`src/rtl/fdir_pkg.sv`:
```
package fdir_pkg;

    localparam int DEF_ADDR_W = 15;
    localparam int DEF_OFF_W  = 3;
    localparam int DEF_IDX_W  = 2;
    localparam int DEF_CNT_W  = 32;

    // Per-set fill-order state
    typedef enum logic [1:0] {
        SET_EMPTY   = 2'd0,
        SET_HALF    = 2'd1,
        SET_FULL_V0 = 2'd2,
        SET_FULL_V1 = 2'd3
    } set_state_e;

endpackage

```
`src/rtl/fdir_set.sv`:
```
module fdir_set
    import fdir_pkg::*;
#(
    parameter int TAG_W = 10
) (
    input  logic             clk,
    input  logic             rst,
    input  logic             sel,
    input  logic [TAG_W-1:0] tag_in,
    output logic             hit_o,
    output logic             hit_way_o,
    output logic             victim_o
);

    set_state_e       state_q;
    set_state_e       state_d;
    logic [TAG_W-1:0] tag_q [2];
    logic [1:0]       valid;
    logic [1:0]       match;
    logic             fill;

    // State register
    always_ff @(posedge clk) begin
        if (rst) begin
            state_q <= SET_EMPTY;
        end else begin
            state_q <= state_d;
        end
    end

    // Tag storage: the victim way takes the new tag on a fill
    always_ff @(posedge clk) begin
        if (fill) begin
            tag_q[victim_o] <= tag_in;
        end
    end

    // Outputs and next state
    always_comb begin
        unique case (state_q)
            SET_EMPTY:   begin valid = 2'b00; victim_o = 1'b0; end
            SET_HALF:    begin valid = 2'b01; victim_o = 1'b1; end
            SET_FULL_V0: begin valid = 2'b11; victim_o = 1'b0; end
            SET_FULL_V1: begin valid = 2'b11; victim_o = 1'b1; end
        endcase

        for (int w = 0; w < 2; w++) begin
            match[w] = valid[w] && (tag_q[w] == tag_in);
        end
        hit_o     = |match;
        hit_way_o = match[1];
        fill      = sel && !hit_o;

        state_d = state_q;
        if (fill) begin
            unique case (state_q)
                SET_EMPTY:   state_d = SET_HALF;
                SET_HALF:    state_d = SET_FULL_V0;
                SET_FULL_V0: state_d = SET_FULL_V1;
                SET_FULL_V1: state_d = SET_FULL_V0;
            endcase
        end
    end

endmodule

```
`src/rtl/fdir_counter.sv`:
```
module fdir_counter #(
    parameter int W = 32
) (
    input  logic         clk,
    input  logic         rst,
    input  logic         clr,
    input  logic         inc,
    output logic [W-1:0] count
);

    localparam logic [W-1:0] TOP = '1;

    always_ff @(posedge clk) begin
        if (rst || clr) begin
            count <= '0;
        end else if (inc && (count != TOP)) begin
            count <= count + W'(1);
        end
    end

endmodule

```
`src/rtl/fifo_tag_dir.sv`:
```
module fifo_tag_dir
    import fdir_pkg::*;
#(
    parameter int ADDR_W = DEF_ADDR_W,
    parameter int OFF_W  = DEF_OFF_W,
    parameter int IDX_W  = DEF_IDX_W,
    parameter int CNT_W  = DEF_CNT_W
) (
    input  logic              clk,
    input  logic              rst,
    input  logic              req_valid,
    input  logic [ADDR_W-1:0] addr,
    input  logic              clear_stats,
    output logic              hit,
    output logic              miss,
    output logic [IDX_W-1:0]  set_idx,
    output logic              way,
    output logic [CNT_W-1:0]  hit_count,
    output logic [CNT_W-1:0]  miss_count
);

    localparam int TAG_W    = ADDR_W - IDX_W - OFF_W;
    localparam int NUM_SETS = 1 << IDX_W;

    logic [IDX_W-1:0]    idx;
    logic [TAG_W-1:0]    tag;
    logic [NUM_SETS-1:0] sel;
    logic [NUM_SETS-1:0] set_hit;
    logic [NUM_SETS-1:0] set_hway;
    logic [NUM_SETS-1:0] set_vict;

    assign idx     = addr[OFF_W +: IDX_W];
    assign tag     = addr[ADDR_W-1 -: TAG_W];
    assign set_idx = idx;

    for (genvar g = 0; g < NUM_SETS; g++) begin : g_set
        assign sel[g] = req_valid && (idx == IDX_W'(g));
        fdir_set #(.TAG_W(TAG_W)) set_i (
            .clk       (clk),
            .rst       (rst),
            .sel       (sel[g]),
            .tag_in    (tag),
            .hit_o     (set_hit[g]),
            .hit_way_o (set_hway[g]),
            .victim_o  (set_vict[g])
        );
    end

    always_comb begin
        hit  = req_valid && set_hit[idx];
        miss = req_valid && !set_hit[idx];
        if (!req_valid) begin
            way = 1'b0;
        end else if (set_hit[idx]) begin
            way = set_hway[idx];
        end else begin
            way = set_vict[idx];
        end
    end

    fdir_counter #(.W(CNT_W)) hit_cnt_i (
        .clk   (clk),
        .rst   (rst),
        .clr   (clear_stats),
        .inc   (hit),
        .count (hit_count)
    );

    fdir_counter #(.W(CNT_W)) miss_cnt_i (
        .clk   (clk),
        .rst   (rst),
        .clr   (clear_stats),
        .inc   (miss),
        .count (miss_count)
    );

endmodule

```
`config.mk`:
```
export PLATFORM = sky130hd
export DESIGN_NAME = fifo_tag_dir
export DESIGN_NICKNAME = d
export VERILOG_FILES = /design/src/rtl/fdir_pkg.sv /design/src/rtl/fdir_set.sv /design/src/rtl/fdir_counter.sv /design/src/rtl/fifo_tag_dir.sv
export SDC_FILE = /design/constraint.sdc
export NUM_CORES = 1
export LEC_CHECK = 0
export BUFFER_PORTS_ARGS = -buffer_cell sky130_fd_sc_hd__buf_4
export CORE_MARGIN = 5
export CORE_UTILIZATION = 53
export CTS_CLUSTER_DIAMETER = 100
export DETAILED_ROUTE_END_ITERATION = 8
export MAX_ROUTING_LAYER = met4
export PLACE_DENSITY = 0.75
export RECOVER_POWER = 100
export SYNTH_ARGS = -nofsm -noshare
export SYNTH_HDL_FRONTEND = slang
export SYNTH_SLANG_ARGS = --single-unit
```
`constraint.sdc`:
```
create_clock -name clk -period 5.3 [get_ports clk]
set_input_delay 1.06 -clock clk [delete_from_list [all_inputs] [get_ports clk]]
set_output_delay 1.06 -clock clk [all_outputs]
set_load 0.005 [all_outputs]
```
Word level (Yosys, flattened, before mapping) --
Memories as Yosys holds them, arrays and structs flattened. Cells that the tools add are included.
Storage, ports and cells: bits in registers 72, bits in writable memories 80, input bits 19, output and inout port bits 69, logic and storage cells 113, memories 4
Memories:
- g_set[0].set_i.tag_q | words 2, width 10, read ports 2, clocked after memory_dff 0, write ports 1, line fdir_set.sv:17 | logic [TAG_W-1:0] tag_q [2];
- g_set[1].set_i.tag_q | words 2, width 10, read ports 2, clocked after memory_dff 0, write ports 1, line fdir_set.sv:17
- g_set[2].set_i.tag_q | words 2, width 10, read ports 2, clocked after memory_dff 0, write ports 1, line fdir_set.sv:17
- g_set[3].set_i.tag_q | words 2, width 10, read ports 2, clocked after memory_dff 0, write ports 1, line fdir_set.sv:17
Cells by class: $add $sub $neg 2, magnitude comparators 1, eq/ne operators 25, muxes and demuxes 28, reductions and logical operators 47
Operator list (number):
- 10-bit equality test | 8
- 32-bit by 1-bit adder with 32-bit output (second input constant) | 2
- 32-bit != test (second input constant) | 2
- 2-bit case mux with 3 select lines | 8
- 2-bit OR reduction | 16
- 2-bit equality test (second input constant) | 10
- 1-bit logical AND | 20
- 1-bit two-way mux | 13
- 2-bit by 1-bit equality test with 1-bit output (second input constant) | 5
- 2-bit zero test | 5
- 1-bit case mux with 2 select lines | 4
- 1-bit binary-select mux with 2-bit select | 3
- 1-bit zero test | 5
- 2-bit by 3-bit < comparator with 1-bit output (second input constant) | 1
- 1-bit logical OR | 1

Logic depth before layout (Yosys ltp) --
Gate-level depths: netlist of the first run.
depth after elaboration 10, gate-level depth with buffers 10, depth with buffers taken out 8

Cells and area by module --
From an unflattened synthesis of the first run, not the netlist that was laid out.
Second synthesis, totals: cells, all modules 649, area total of the unflattened synthesis 7358.3 sq um
Modules (own cells, without submodules):
- fdir_set | times used 4, cells an instance 64, area each 957.2 sq um, sequential area each 640.6 sq um
- fdir_counter | times used 2, cells an instance 189, area each 1681.6 sq um, sequential area each 640.6 sq um
- fifo_tag_dir | times used 1, cells an instance 15, area each 166.4 sq um, sequential area each 0.0 sq um

Worst setup path before layout of the first run --
OpenSTA, ideal clock, no wires.
path type input -> output, start in addr[14], end out way, arrival 2785 ps, required time 4240 ps, slack 1455 ps, stages 8, buffers on the path 2, path through buf_4 > xor2_1 > nor4b_1 > a41oi_1 > mux4_2 > clkbuf_1 > a21oi_1 > nor2b_1
On the way: longest elaborated chain between the ends 7, elaborated cells between the ends (all ways) 26, classes of those cells 8 x eq/ne; 6 x mux; 12 x reduce/logical
Ends and longest elaborated chain:
- start: declaration | line fifo_tag_dir.sv:12 | input logic [ADDR_W-1:0] addr,
- 10-bit equality test | line fdir_set.sv:48 | match[w] = valid[w] && (tag_q[w] == tag_in);
- 1-bit logical AND | line fdir_set.sv:48
- 2-bit OR reduction | line fdir_set.sv:50 | hit_o = |match;
- 1-bit binary-select mux with 2-bit select | line fifo_tag_dir.sv:54 | end else if (set_hit[idx]) begin
- 1-bit two-way mux (implied by the code) | line fifo_tag_dir.sv:54
- 1-bit two-way mux * | line fifo_tag_dir.sv:54
- 1-bit two-way mux * | line fifo_tag_dir.sv:52 | if (!req_valid) begin
- end: declaration | line fifo_tag_dir.sv:17 | output logic way,
Every way passes the cells marked *; elsewhere a longest branch is shown, timed or not. The select of a mux whose other input is x is not followed.

Worst setup path after layout of the first run --
start in addr[6], end out way
The elaborated chain is that of the path after synthesis.

==> metrics.yaml, run 1 <==
status: "finished, violations left"
violations: "max-capacitance violations, max-slew violations"
rsz0062_at_grt: "false"
fp.dieH_um: 128.2
antenna_found_initial: 0
drive_gt1_frac: 0.1536
leakage_nw: 2.795
num-nets-final: 789
groute.usage.overall: 0.2229
relSlewSlack: -0.3362
port_buffers: 84
vdd_ir_drop_max_v: 0.0002359
critPathRequiredTime_ns: 4.24
crit_slowest_cell: "mux4_2"
routedWlPerCell_um: 18.24
post-route-min-period_ns: 4.424
gr-total-overflow: 0
ys_types: 53
pwr-share-comb: 0.057
cts_tree: "done"
cts_resized: 0
vias_per_cell: 6.145
slowest_delay_ns: 0.75
die_x_um: 128.2
post_cts_buffers: 0
ys_ff_latch: 152
clkPwrFrac: 0.461
vias: 5905
max_freq_mhz: 226.0
swShare: 0.2337
syn_area_per_cell_um2: 10.54
synth_ff_type: "edfxtp_1"
finalCritPeriodShare: 0.8348
cts_max_level: 4
r2r_end: "hit_cnt_i.count[29]"
wl_mm: 17.53
hold_viol_final: 0
placementRows: 43
grt_pass1_vias: 5713
drv_slew: 67
dr.pass1.iters: 5
final_area_um2: 8584
cts-buffers-inserted: 17
clockBufferDepth: 2
r2r_slack_ns: 0.98
synth_edf_count: 80
synth-compound-area-share: 0.1250
drt_iter0_drc: 497
multi_input_area_um2: 3284
min_path_type: "reg2reg"
synth_simple_gate_area_frac: 0.1993
ios: 88
tns_ns: 0
ant_nets: 0
synth_common_cells: "80 x edfxtp_1, 72 x dfxtp_1, 48 x xnor2_1, 45 x a21oi_1, 43 x or3_1"
crit_path_start: "addr[6]"
finalClockSkew_ns: 0.01258
place_area_um2: 8068
p_per_area_nw_per_um2: 305.2
synth_fa_ha_area_frac: 0.003377
ys_top_cells_by_area: "edfxtp_1 32%, dfxtp_1 19%, xnor2_1 5.7%"
synth.mux.area_fraction: 0.01756
p_int_mw: 2.008
place.gp.congestion: 0.8437
grt_max_degree: 56
diodes: 0
synth.top_cell.area_share: 0.3242
nFillCells: 1156
tightest_slew_ns: 2.004
drc: 0
clkSlewWorstSetupHoldPaths_ns: 0.06
coreArea_um2: 13770
yosys.cell_count.top_type: "edfxtp_1"
synthCells: 703
switchingPower_uw: 612.2
cts.sinks: 152
rr_worst_depth: 6
clock_latency_ns: 0.43
syn_area_um2: 7410
cts_hold_buf: 0
setup_viol: 0
seqPwrFrac: 0.482
async_flop_share: 0
yosysTopAreaCell: "edfxtp_1"
synth_xor_area_frac: 0.1005
synth_top_family_by_area: "simple AND/OR/NAND/NOR gates"
dp_hpwl_mm: 11.59
synth_nets: 724
grt_pass1_wl_mm: 28.31
crit_path_end_kind: "primary output"
path_max_fanout: 22
yosysWarnings: 0
critPathKind: "in2out"
area_growth_pct: 15.86
cp.arrival_ns: 3.36
initial_utilization: 0.5380
die_area_um2: 16450
synth-seq-area-share: 0.5187
cp-start-kind: "input pin"
r2r-start: "hit_cnt_i.count[14]"
seqCellArea_um2: 3844
root_buffer: "clkbuf_16"
crit_chain: "buf_4, xnor2_1, nand3_1, nor3_1, a41oi_1, mux4_2, a21oi_1, nor2b_1, clkbuf_4"
critical_path.endpoint: "way"
drv_cap: 2
final cells by class:
| type | count | share of cell area |
|---|---|---|
| flip-flops and latches | 152 | 0.4477 |
| repair buffers | 85 | 0.06996 |
| well taps | 180 | 0.02624 |
| inverters | 11 | 0.004810 |
| clock inverters | 15 | 0.01909 |
| multi-input cells | 501 | 0.3826 |
| clock buffers | 17 | 0.04956 |
critical path, delay by kind of cell:
kind / cells / cell delay [ns]
muxes: 1 / 0.75
xor gates and xnor gates: 1 / 0.23
AOI/OAI and AO/OA: 2 / 0.34
and+or+nand+nor: 3 / 0.64
buffers and inverters: 2 / 0.34
logic make-up (layout without fill, tap and decap cells):
group	count (synthesis)	in the layout
AOI/OAI and AO/OA	139	139
xor gates and xnor gates	85	85
adders and majority gates	2	2
buffers and inverters	50	128
DFF	152	152
muxes	8	8
and+or+nand+nor	267	267
how the worst min path moves through the flow:
stage	slack, ns	startpoint	end	cells past startpoint
6_report	0.50	hit_cnt_i.count[23]	hit_cnt_i.count[23]	2
5_1_grt	0.52	hit_cnt_i.count[23]	hit_cnt_i.count[23]	2
4_1_cts	0.50	hit_cnt_i.count[18]	hit_cnt_i.count[18]	2
3_5_place_dp	0.49	hit_cnt_i.count[18]	hit_cnt_i.count[18]	2
3_3_place_gp	0.47	hit_cnt_i.count[26]	hit_cnt_i.count[26]	2
2_1_floorplan	0.48	hit_cnt_i.count[26]	hit_cnt_i.count[26]	2
metal layers:
layer  global-route usage  vias up  part of all wire  wire (um)
met4              0.09426        0             0.024        425
met1               0.2735     2861              0.42       7391
met2               0.3567      207              0.49       8527
li1                     -     2804                 -          -
met3              0.04833       33             0.068       1187
met5                    -        -                 0          0
through the flow:
step | total power [mW] | hold WS (ns) | instances | setup WS (ns) | utilization
floorplan | 1.394 | 0.4765 | 703 | 1.455 | -
global placement | 1.434 | 0.4705 | 929 | 0.9194 | 0.5858
detailed placement | 1.440 | 0.4920 | 929 | 0.8982 | 0.5858
CTS | 2.639 | 0.5008 | 961 | 0.8806 | 0.6285
global route | 2.707 | 0.5228 | 961 | 0.5253 | 0.6233
finish | 2.620 | 0.4981 | 961 | 0.8757 | 0.6233
sequential cells by signal, indices dropped and copies added (netlist names):
name / flops
g_set.set_i.tag_q: 80
hit_cnt_i.count: 32
miss_cnt_i.count: 32
g_set.set_i.state_q: 8
power by group through the flow:
stage | clock network [mW] | registers (mW) | logic, mW
finish | 1.21 | 1.26 | 0.149
global route | 1.28 | 1.26 | 0.164
CTS | 1.22 | 1.26 | 0.152
detailed placement | 0 | 1.29 | 0.151
global placement | 0 | 1.29 | 0.146
floorplan | 0 | 1.29 | 0.107
placed cells by master, fill, tap and decap left out, types with 3 or more instances in the layout:
cell type	instances
or3_1	44
mux4_2	4
o21ai_0	29
dfxtp_1	72
and2_0	4
o31ai_1	13
o21a_1	11
nor2_1	38
a41o_1	7
mux2i_1	4
xor2_1	37
clkbuf_16	17
a31o_2	3
and2_1	3
nor4b_1	3
edfxtp_1	80
o31a_1	6
nand2_1	34
clkbuf_4	59
inv_1	11
or2_2	3
o211ai_1	4
nor4_1	17
nand4_1	32
nor3_1	21
buf_4	16
clkbuf_1	10
xnor2_1	48
and3_1	6
inv_6	8
a41oi_1	6
nand3_1	36
or4_1	12
and4_1	6
a21oi_1	45
No activity file was read; power rests on OpenSTA's default activity.
==> run 2, diff against run 1 <==
--- a/config.mk
+++ b/config.mk
@@ -5,13 +5,14 @@
 export SDC_FILE = /design/constraint.sdc
 export NUM_CORES = 1
 export LEC_CHECK = 0
+export ABC_AREA = 1
 export BUFFER_PORTS_ARGS = -buffer_cell sky130_fd_sc_hd__buf_4
 export CORE_MARGIN = 5
 export CORE_UTILIZATION = 53
 export CTS_CLUSTER_DIAMETER = 100
 export DETAILED_ROUTE_END_ITERATION = 8
 export MAX_ROUTING_LAYER = met4
-export PLACE_DENSITY = 0.75
+export PLACE_DENSITY = 0.74
 export RECOVER_POWER = 100
 export SYNTH_ARGS = -nofsm -noshare
 export SYNTH_HDL_FRONTEND = slang
==> constraint.sdc (replaced) <==
create_clock -name clk -period 4.1 [get_ports clk]
set_input_delay 0.82 -clock clk [delete_from_list [all_inputs] [get_ports clk]]
set_output_delay 0.82 -clock clk [all_outputs]
set_load 0.005 [all_outputs]
==> run 2 against run 1 <==
Effect of this change:
- via count rose by 31%
- die area up 15%
- flip-flop and latch count unchanged
- final cell count is 52% higher
- clock power rose by 38%
- non-clock buffer count up 6
- final area is 14% higher
- the run now ends clean
==> metrics.yaml, run 2 <==
power_mw: 3.500  # was 2.620 mW
layout_commonest_cell: "nand2_1"  # was edfxtp_1
cts_hold_buf: 0  # unchanged
vdd_ir_drop_max_v: 0.0002937  # was 0.0002359 V
ios: 88  # unchanged
max_freq_mhz: 279.6
drv_cap: 0  # was 2
synth.top_cell.area_share: 0.2794  # was 0.3242
crit_path_end_kind: "primary output"  # unchanged
hold_viol_final: 0  # unchanged
p_per_area_nw_per_um2: 357.0  # was 305.2 nW/um2
r2r_end: "miss_cnt_i.count[16]"  # was hit_cnt_i.count[29]
cts-buffers-inserted: 17  # unchanged
post_cts_buffers: 0  # unchanged
p_int_mw: 2.701  # was 2.008 mW
hold_end: "g_set[2].set_i.state_q[1]"  # was hit_cnt_i.count[23]
synth_common_cells: "348 x nand2_1, 170 x inv_1, 139 x nor2_1, 80 x edfxtp_1, 78 x nand4_1"  # was 80 x edfxtp_1, 72 x dfxtp_1, 48 x xnor2_1, 45 x a21oi_1, 43 x or3_1
critPathKind: "in2out"  # unchanged
grt_max_degree: 52  # was 56
switchingPower_uw: 799.0  # was 612.2 uW
synthCells: 1167  # was 703
leakage_nw: 4.147  # was 2.795 nW
initial_utilization: 0.5412  # was 0.5380
ys_ff_latch: 152  # unchanged
path_max_fanout: 16  # was 22
dr.pass1.iters: 5  # unchanged
cts_max_level: 4  # unchanged
drt_iter0_drc: 662  # was 497
grt_pass1_vias: 6854  # was 5713
tightest_slew_ns: 1.317  # was 2.004 ns
drc: 0  # unchanged
area_growth_pct: 14.03  # was 15.86%
routedWlPerCell_um: 14.64  # was 18.24 um
clkSlewWorstSetupHoldPaths_ns: 0.06  # about the same
rsz0062_at_grt: "false"  # unchanged
finalCritPeriodShare: 0.8723
vias_per_cell: 5.261  # was 6.145
drv_slew: 0  # was 67
tns_ns: 0  # unchanged
yosysTopAreaCell: "edfxtp_1"  # unchanged
place_worst_setup_slack_ns: 0.6780  # was 0.8982 ns
yosysWarnings: 0  # unchanged
cp-start-kind: "input pin"  # unchanged
synth_edf_count: 80  # unchanged
die_area_um2: 18870  # was 16450 um2
setup_ws_ns: 0.5237  # was 0.8757 ns
largest-register: "g_set.set_i.tag_q"  # unchanged
synth-seq-area-share: 0.4471  # was 0.5187
clock_latency_ns: 0.43  # about the same
r2r-start: "miss_cnt_i.count[0]"  # was hit_cnt_i.count[14]
synth_nets: 1188  # was 724
port_buffers: 84  # unchanged
post-route-min-period_ns: 3.576
place_inst: 1433  # was 929
critPathRequiredTime_ns: 3.28  # was 4.24 ns
syn_area_um2: 8597  # was 7410 um2
min_path_type: "reg2reg"  # unchanged
rr_worst_depth: 10  # was 6
cts_resized: 0  # unchanged
fp.dieH_um: 137.4  # was 128.2 um
coreArea_um2: 15890  # was 13770 um2
synth_ff_type: "edfxtp_1"  # unchanged
die_x_um: 137.4  # was 128.2 um
cts_tree: "done"  # unchanged
groute.usage.overall: 0.2373  # was 0.2229
root_buffer: "clkbuf_16"  # unchanged
placementRows: 46  # was 43
clkPwrFrac: 0.477  # was 0.461
gr-total-overflow: 0  # unchanged
dp_hpwl_mm: 14.18  # was 11.59 mm
num-nets-final: 1257  # was 789
finalClockSkew_ns: 0.007994  # was 0.01258 ns
seqPwrFrac: 0.466  # was 0.482
pwr-share-comb: 0.057  # about the same
top_regs: "g_set.set_i.tag_q x80, hit_cnt_i.count x32, miss_cnt_i.count x32"  # unchanged
min_path_cells: 2  # unchanged
place.gp.congestion: 0.9372  # was 0.8437
ys_types: 39  # was 53
swShare: 0.2283  # was 0.2337
grt_pass1_wl_mm: 34.43  # was 28.31 mm
yosys.cell_count.top_type: "nand2_1"  # was edfxtp_1
clockBufferDepth: 2  # unchanged
cts.sinks: 152  # unchanged
vias: 7708  # was 5905
relSlewSlack: 0.1220  # was -0.3362
min-delay-start: "g_set[2].set_i.state_q[1]"  # was hit_cnt_i.count[23]
ys_top_cells_by_area: "edfxtp_1 28%, dfxtp_1 17%, nand2_1 15%"  # was edfxtp_1 32%, dfxtp_1 19%, xnor2_1 5.7%
setup_viol: 0  # unchanged
diodes: 0  # unchanged
antenna_found_initial: 0  # unchanged
largest_reg_flops: 80  # unchanged
cp.arrival_ns: 2.76  # was 3.36 ns
ant_nets: 0  # unchanged
r2r_slack_ns: 0.96  # was 0.98 ns
hold-worst-slack_ns: 0.4815  # was 0.4981 ns
syn_area_per_cell_um2: 7.367  # was 10.54 um2
mostFrequentLayoutCells: "352 x nand2_1, 170 x inv_1, 139 x nor2_1"  # was 80 x edfxtp_1, 72 x dfxtp_1, 59 x clkbuf_4
wl_mm: 21.45  # was 17.53 mm
status: "complete, no violations"  # was finished, violations left
async_flop_share: 0  # unchanged
finalNonFillerCells: 1465  # was 961
drive_gt1_frac: 0.1041  # was 0.1536
-- run 2: cell count changes after synthesis, moves of 12 or more --
| cell | delta |
|---|---|
| nand3_1 | +36 |
| o31ai_1 | -13 |
| xor2_1 | -13 |
| o21ai_0 | -23 |
| nand2_1 | +314 |
| or3_1 | -43 |
| xnor2_1 | -25 |
| nor2_1 | +101 |
| nand4_1 | +46 |
| or4_1 | -12 |
| inv_1 | +159 |
-- run 2: cells by family after synthesis --
family,Yosys count,share of synthesized area
buf+inv,225,0.1192
xor+xnor,47,0.04788
compound gates,49,0.03013
flops,152,0.4471
simple gates,692,0.3528
fa+ha+maj,2,0.002910
-- run 2: how the worst max path moves through the flow --
stage | start | end | slack (ns) | depth (start not counted)
finish | addr[7] | way | 0.52 | 15
detailed placement | addr[12] | way | 0.68 | 15
global placement | addr[12] | way | 0.69 | 15
global route | addr[7] | way | 0.40 | 15
floorplan | addr[7] | way | 1.19 | 15
CTS | addr[7] | way | 0.65 | 15
-- run 2: worst max-delay path, cell delays in order --
cell and delay (ns):
buf_4 0.25, inv_4 0.11, or2_0 0.25, nand3_1 0.08
nor2_1 0.05, nand2_1 0.11, nand2_1 0.06, nand2_1 0.06
nand2_1 0.07, clkinv_1 0.05, nand2_1 0.12, nor2_8 0.11
nand2_1 0.05, o21ai_0 0.37, buf_4 0.19
-- run 2: power by group through the flow --
stage                     Clock, mW  Combinational (mW)  Sequential, mW
after floorplan                   0               0.141            1.66
after global placement            0               0.196            1.66
after detailed placement          0               0.199            1.66
after CTS                      1.69               0.200            1.63
after global routing           1.74               0.221            1.63
final                          1.67               0.200            1.63
-- run 2: layer usage --
metal / GRT usage / wire, um
met3: 0.04310 / 1366
met4: 0.05820 / 252
met1: 0.3308 / 9885
met2: 0.3616 / 9948
met5: - / 0
-- run 2: through the flow --
| stage | area (um2) | util |
|---|---|---|
| final | 9803 | 0.6171 |
| after detailed placement | 9241 | 0.5818 |
| after global placement | 9241 | 0.5818 |
| after floorplan | 8597 | - |
| after global routing | 9803 | 0.6171 |
| after CTS | 9866 | 0.6211 |
-- run 2: cell type report --
type | count | area (um2)
clock inverter | 14 | 195.2
tap | 216 | 270.3
fill | 1455 | 6082
clock buffer | 18 | 429.2
inverter | 184 | 713.2
sequential | 152 | 3844
timing repair buffer | 91 | 638.1
multi-input combinational | 790 | 3714
==> run 3, diff against run 2 <==
==> constraint.sdc (replaced) <==
create_clock -name clk -period 3.6 [get_ports clk]
set_input_delay 0.72 -clock clk [delete_from_list [all_inputs] [get_ports clk]]
set_output_delay 0.72 -clock clk [all_outputs]
set_load 0.005 [all_outputs]
==> run 3 against run 2 <==
Effect of this change:
- combinational power rose by 15%
- non-clock buffer count is 7 higher
- critical path type unchanged
- largest power group is now registers
- hold slack improved by 0.0018 ns
- first-iteration DRC count rose by 9.2%
- die area unchanged
- final area about the same
- flip-flop and latch count unchanged
- critical path depth stayed put
- via count increased by 1.1%
==> metrics.yaml, run 3 (same netlist as run 2, synthesis figures left out) <==
power_mw: 3.903  # was 3.500 mW
crit_chain: "buf_4, inv_4, or2_0, nand4_1, nor2_1, nand2_1, nand2_1, nand2_1, nand2_1, inv_1, nand2_4, nor2_8, nand2_1, o21ai_0, buf_4"  # was buf_4, inv_4, or2_0, nand3_1, nor2_1, nand2_1, nand2_1, nand2_1, nand2_1, clkinv_1, nand2_1, nor2_8, nand2_1, o21ai_0, buf_4
clkSlewWorstSetupHoldPaths_ns: 0.06  # about the same
coreArea_um2: 15890  # unchanged
largest-register: "g_set.set_i.tag_q"  # unchanged
r2r_end: "miss_cnt_i.count[0]"  # was miss_cnt_i.count[16]
port_buffers: 84  # unchanged
cts_hold_buf: 0  # unchanged
r2r-start: "miss_cnt_i.count[0]"  # unchanged
finalClockSkew_ns: 0.01287  # was 0.007994 ns
r2r_slack_ns: 0.53  # was 0.96 ns
crit_path_end_kind: "primary output"  # unchanged
min_path_cells: 2  # unchanged
die_area_um2: 18870  # unchanged
wl_mm: 21.51  # was 21.45 mm
cts_tree: "done"  # unchanged
die_x_um: 137.4  # unchanged
drive_gt1_frac: 0.1051  # was 0.1041
clockBufferDepth: 2  # unchanged
vias_per_cell: 5.296  # was 5.261
fp.dieH_um: 137.4  # unchanged
finalCritPeriodShare: 0.9528
finalNonFillerCells: 1472  # was 1465
cts_resized: 0  # unchanged
cp-start-kind: "input pin"  # unchanged
diodes: 0  # unchanged
rr_worst_depth: 10  # unchanged
drc: 0  # unchanged
leakage_nw: 4.147  # about the same
grt_max_degree: 52  # unchanged
cts-buffers-inserted: 17  # unchanged
min_path_type: "reg2reg"  # unchanged
drv_cap: 0  # unchanged
largest_reg_flops: 80  # unchanged
hold_end: "g_set[2].set_i.state_q[1]"  # unchanged
antenna_found_initial: 0  # unchanged
dp_hpwl_mm: 14.54  # was 14.18 mm
clock_latency_ns: 0.43  # about the same
ant_nets: 0  # unchanged
vias: 7795  # was 7708
routedWlPerCell_um: 14.61  # was 14.64 um
slowest_delay_ns: 0.41  # was 0.37 ns
critPathRequiredTime_ns: 2.88  # was 3.28 ns
cts_max_level: 4  # unchanged
mostFrequentLayoutCells: "350 x nand2_1, 171 x inv_1, 139 x nor2_1"  # was 352 x nand2_1, 170 x inv_1, 139 x nor2_1
relSlewSlack: 0.09605  # was 0.1220
hold_viol_final: 0  # unchanged
crit_slowest_cell: "o21ai_0"  # unchanged
vdd_ir_drop_max_v: 0.0003119  # was 0.0002937 V
path_max_fanout: 17  # was 16
top_regs: "g_set.set_i.tag_q x80, hit_cnt_i.count x32, miss_cnt_i.count x32"  # unchanged
p_per_area_nw_per_um2: 397.7  # was 357.0 nW/um2
place_inst: 1440  # was 1433
max_freq_mhz: 291.5
area_growth_pct: 14.13  # was 14.03%
post-route-min-period_ns: 3.430
met2_length_mm: 9.909  # was 9.948 mm
critPathBufInv: 4  # unchanged
cp.arrival_ns: 2.71  # was 2.76 ns
cts.sinks: 152  # unchanged
root_buffer: "clkbuf_16"  # unchanged
setup_ws_ns: 0.1700  # was 0.5237 ns
rsz0062_at_grt: "false"  # unchanged
dr.pass1.iters: 5  # unchanged
gr-total-overflow: 0  # unchanged
path_delay_family: "simple AND/OR/NAND/NOR gates"  # unchanged
top_layer: "met4"  # unchanged
setup_viol: 0  # unchanged
status: "complete, no violations"  # unchanged
place.gp.congestion: 0.9385  # was 0.9372
grt_pass1_wl_mm: 35.25  # was 34.43 mm
critPathKind: "in2out"  # unchanged
placementRows: 46  # unchanged
drv_slew: 0  # unchanged
num-nets-final: 1264  # was 1257
cp_common_cell: "nand2_1"  # unchanged
post_cts_buffers: 0  # unchanged
layout_commonest_cell: "nand2_1"  # unchanged
tightest_slew_ns: 1.356  # was 1.317 ns
initial_utilization: 0.5412  # unchanged
groute.usage.overall: 0.2427  # was 0.2373
wl_met1_mm: 9.660  # was 9.885 mm
min-delay-start: "g_set[2].set_i.state_q[1]"  # unchanged
tns_ns: 0  # unchanged
grt_pass1_vias: 7153  # was 6854
dr_wl_met3_mm: 1.445  # was 1.366 mm
ios: 88  # unchanged
place_worst_setup_slack_ns: 0.3170  # was 0.6780 ns
drt_iter0_drc: 723  # was 662
==> run 3: cell count changes in the layout (fill, tap and decap cells not counted) <==
cell,delta
bufinv_16,-1
clkinvlp_2,+1
clkinv_4,+4
clkinvlp_4,-3
buf_4,-1
clkbuf_1,+8
clkinv_1,-2
nand2_4,+1
nand2_1,-2
nand2_2,+1
inv_8,-1
inv_2,+1
inv_1,+1
==> run 3: cell type report <==
cell class                      instances  area (um2)
Sequential cell                       152        3844
Inverter                              184       713.2
Clock inverter                         14       171.4
Clock buffer                           18       429.2
Fill cell                            1495        6073
Timing Repair Buffer                   98       660.6
Tap cell                              216       270.3
Multi-Input combinational cell        790        3724
==> run 3: worst max-delay path by stage <==
stage	startpoint	endpoint	slack [ns]	cells past startpoint
6_report	addr[12]	way	0.17	15
5_1_grt	addr[12]	miss_cnt_i.count[25]	0.10	18
4_1_cts	addr[12]	way	0.31	15
3_5_place_dp	addr[12]	way	0.32	15
3_3_place_gp	addr[12]	way	0.35	15
2_1_floorplan	addr[7]	way	0.89	15
==> run 3: where the power goes <==
| group | switching, mW | total (mW) | internal [mW] | leakage (nW) |
|---|---|---|---|---|
| clock network | 0.722 | 1.82 | 1.09 | 0.287 |
| registers | 0.0112 | 1.86 | 1.85 | 1.31 |
| logic | 0.164 | 0.230 | 0.0664 | 2.55 |
| total | 0.897 | 3.90 | 3.01 | 4.15 |
==> run 3: through the flow <==
stage	hold WS, ns	utilization	instance area, um2
floorplan	0.4511	-	8597
global placement	0.4635	0.5851	9294
detailed placement	0.4695	0.5851	9294
CTS	0.4822	0.6229	9894
global route	0.5029	0.6177	9812
finish	0.4833	0.6177	9812
==> run 3: tightest hold or removal path: stages (launching register included) <==
cell	delay, ns
dfxtp_1	0.31
inv_1	0.07
a21oi_1	0.06
==> run 3: per-layer routing <==
metal / vias up / track usage
li1: 3890 / -
met1: 3571 / 0.3309
met2: 293 / 0.3706
met3: 41 / 0.03835
met4: 0 / 0.08426
met5: - / -
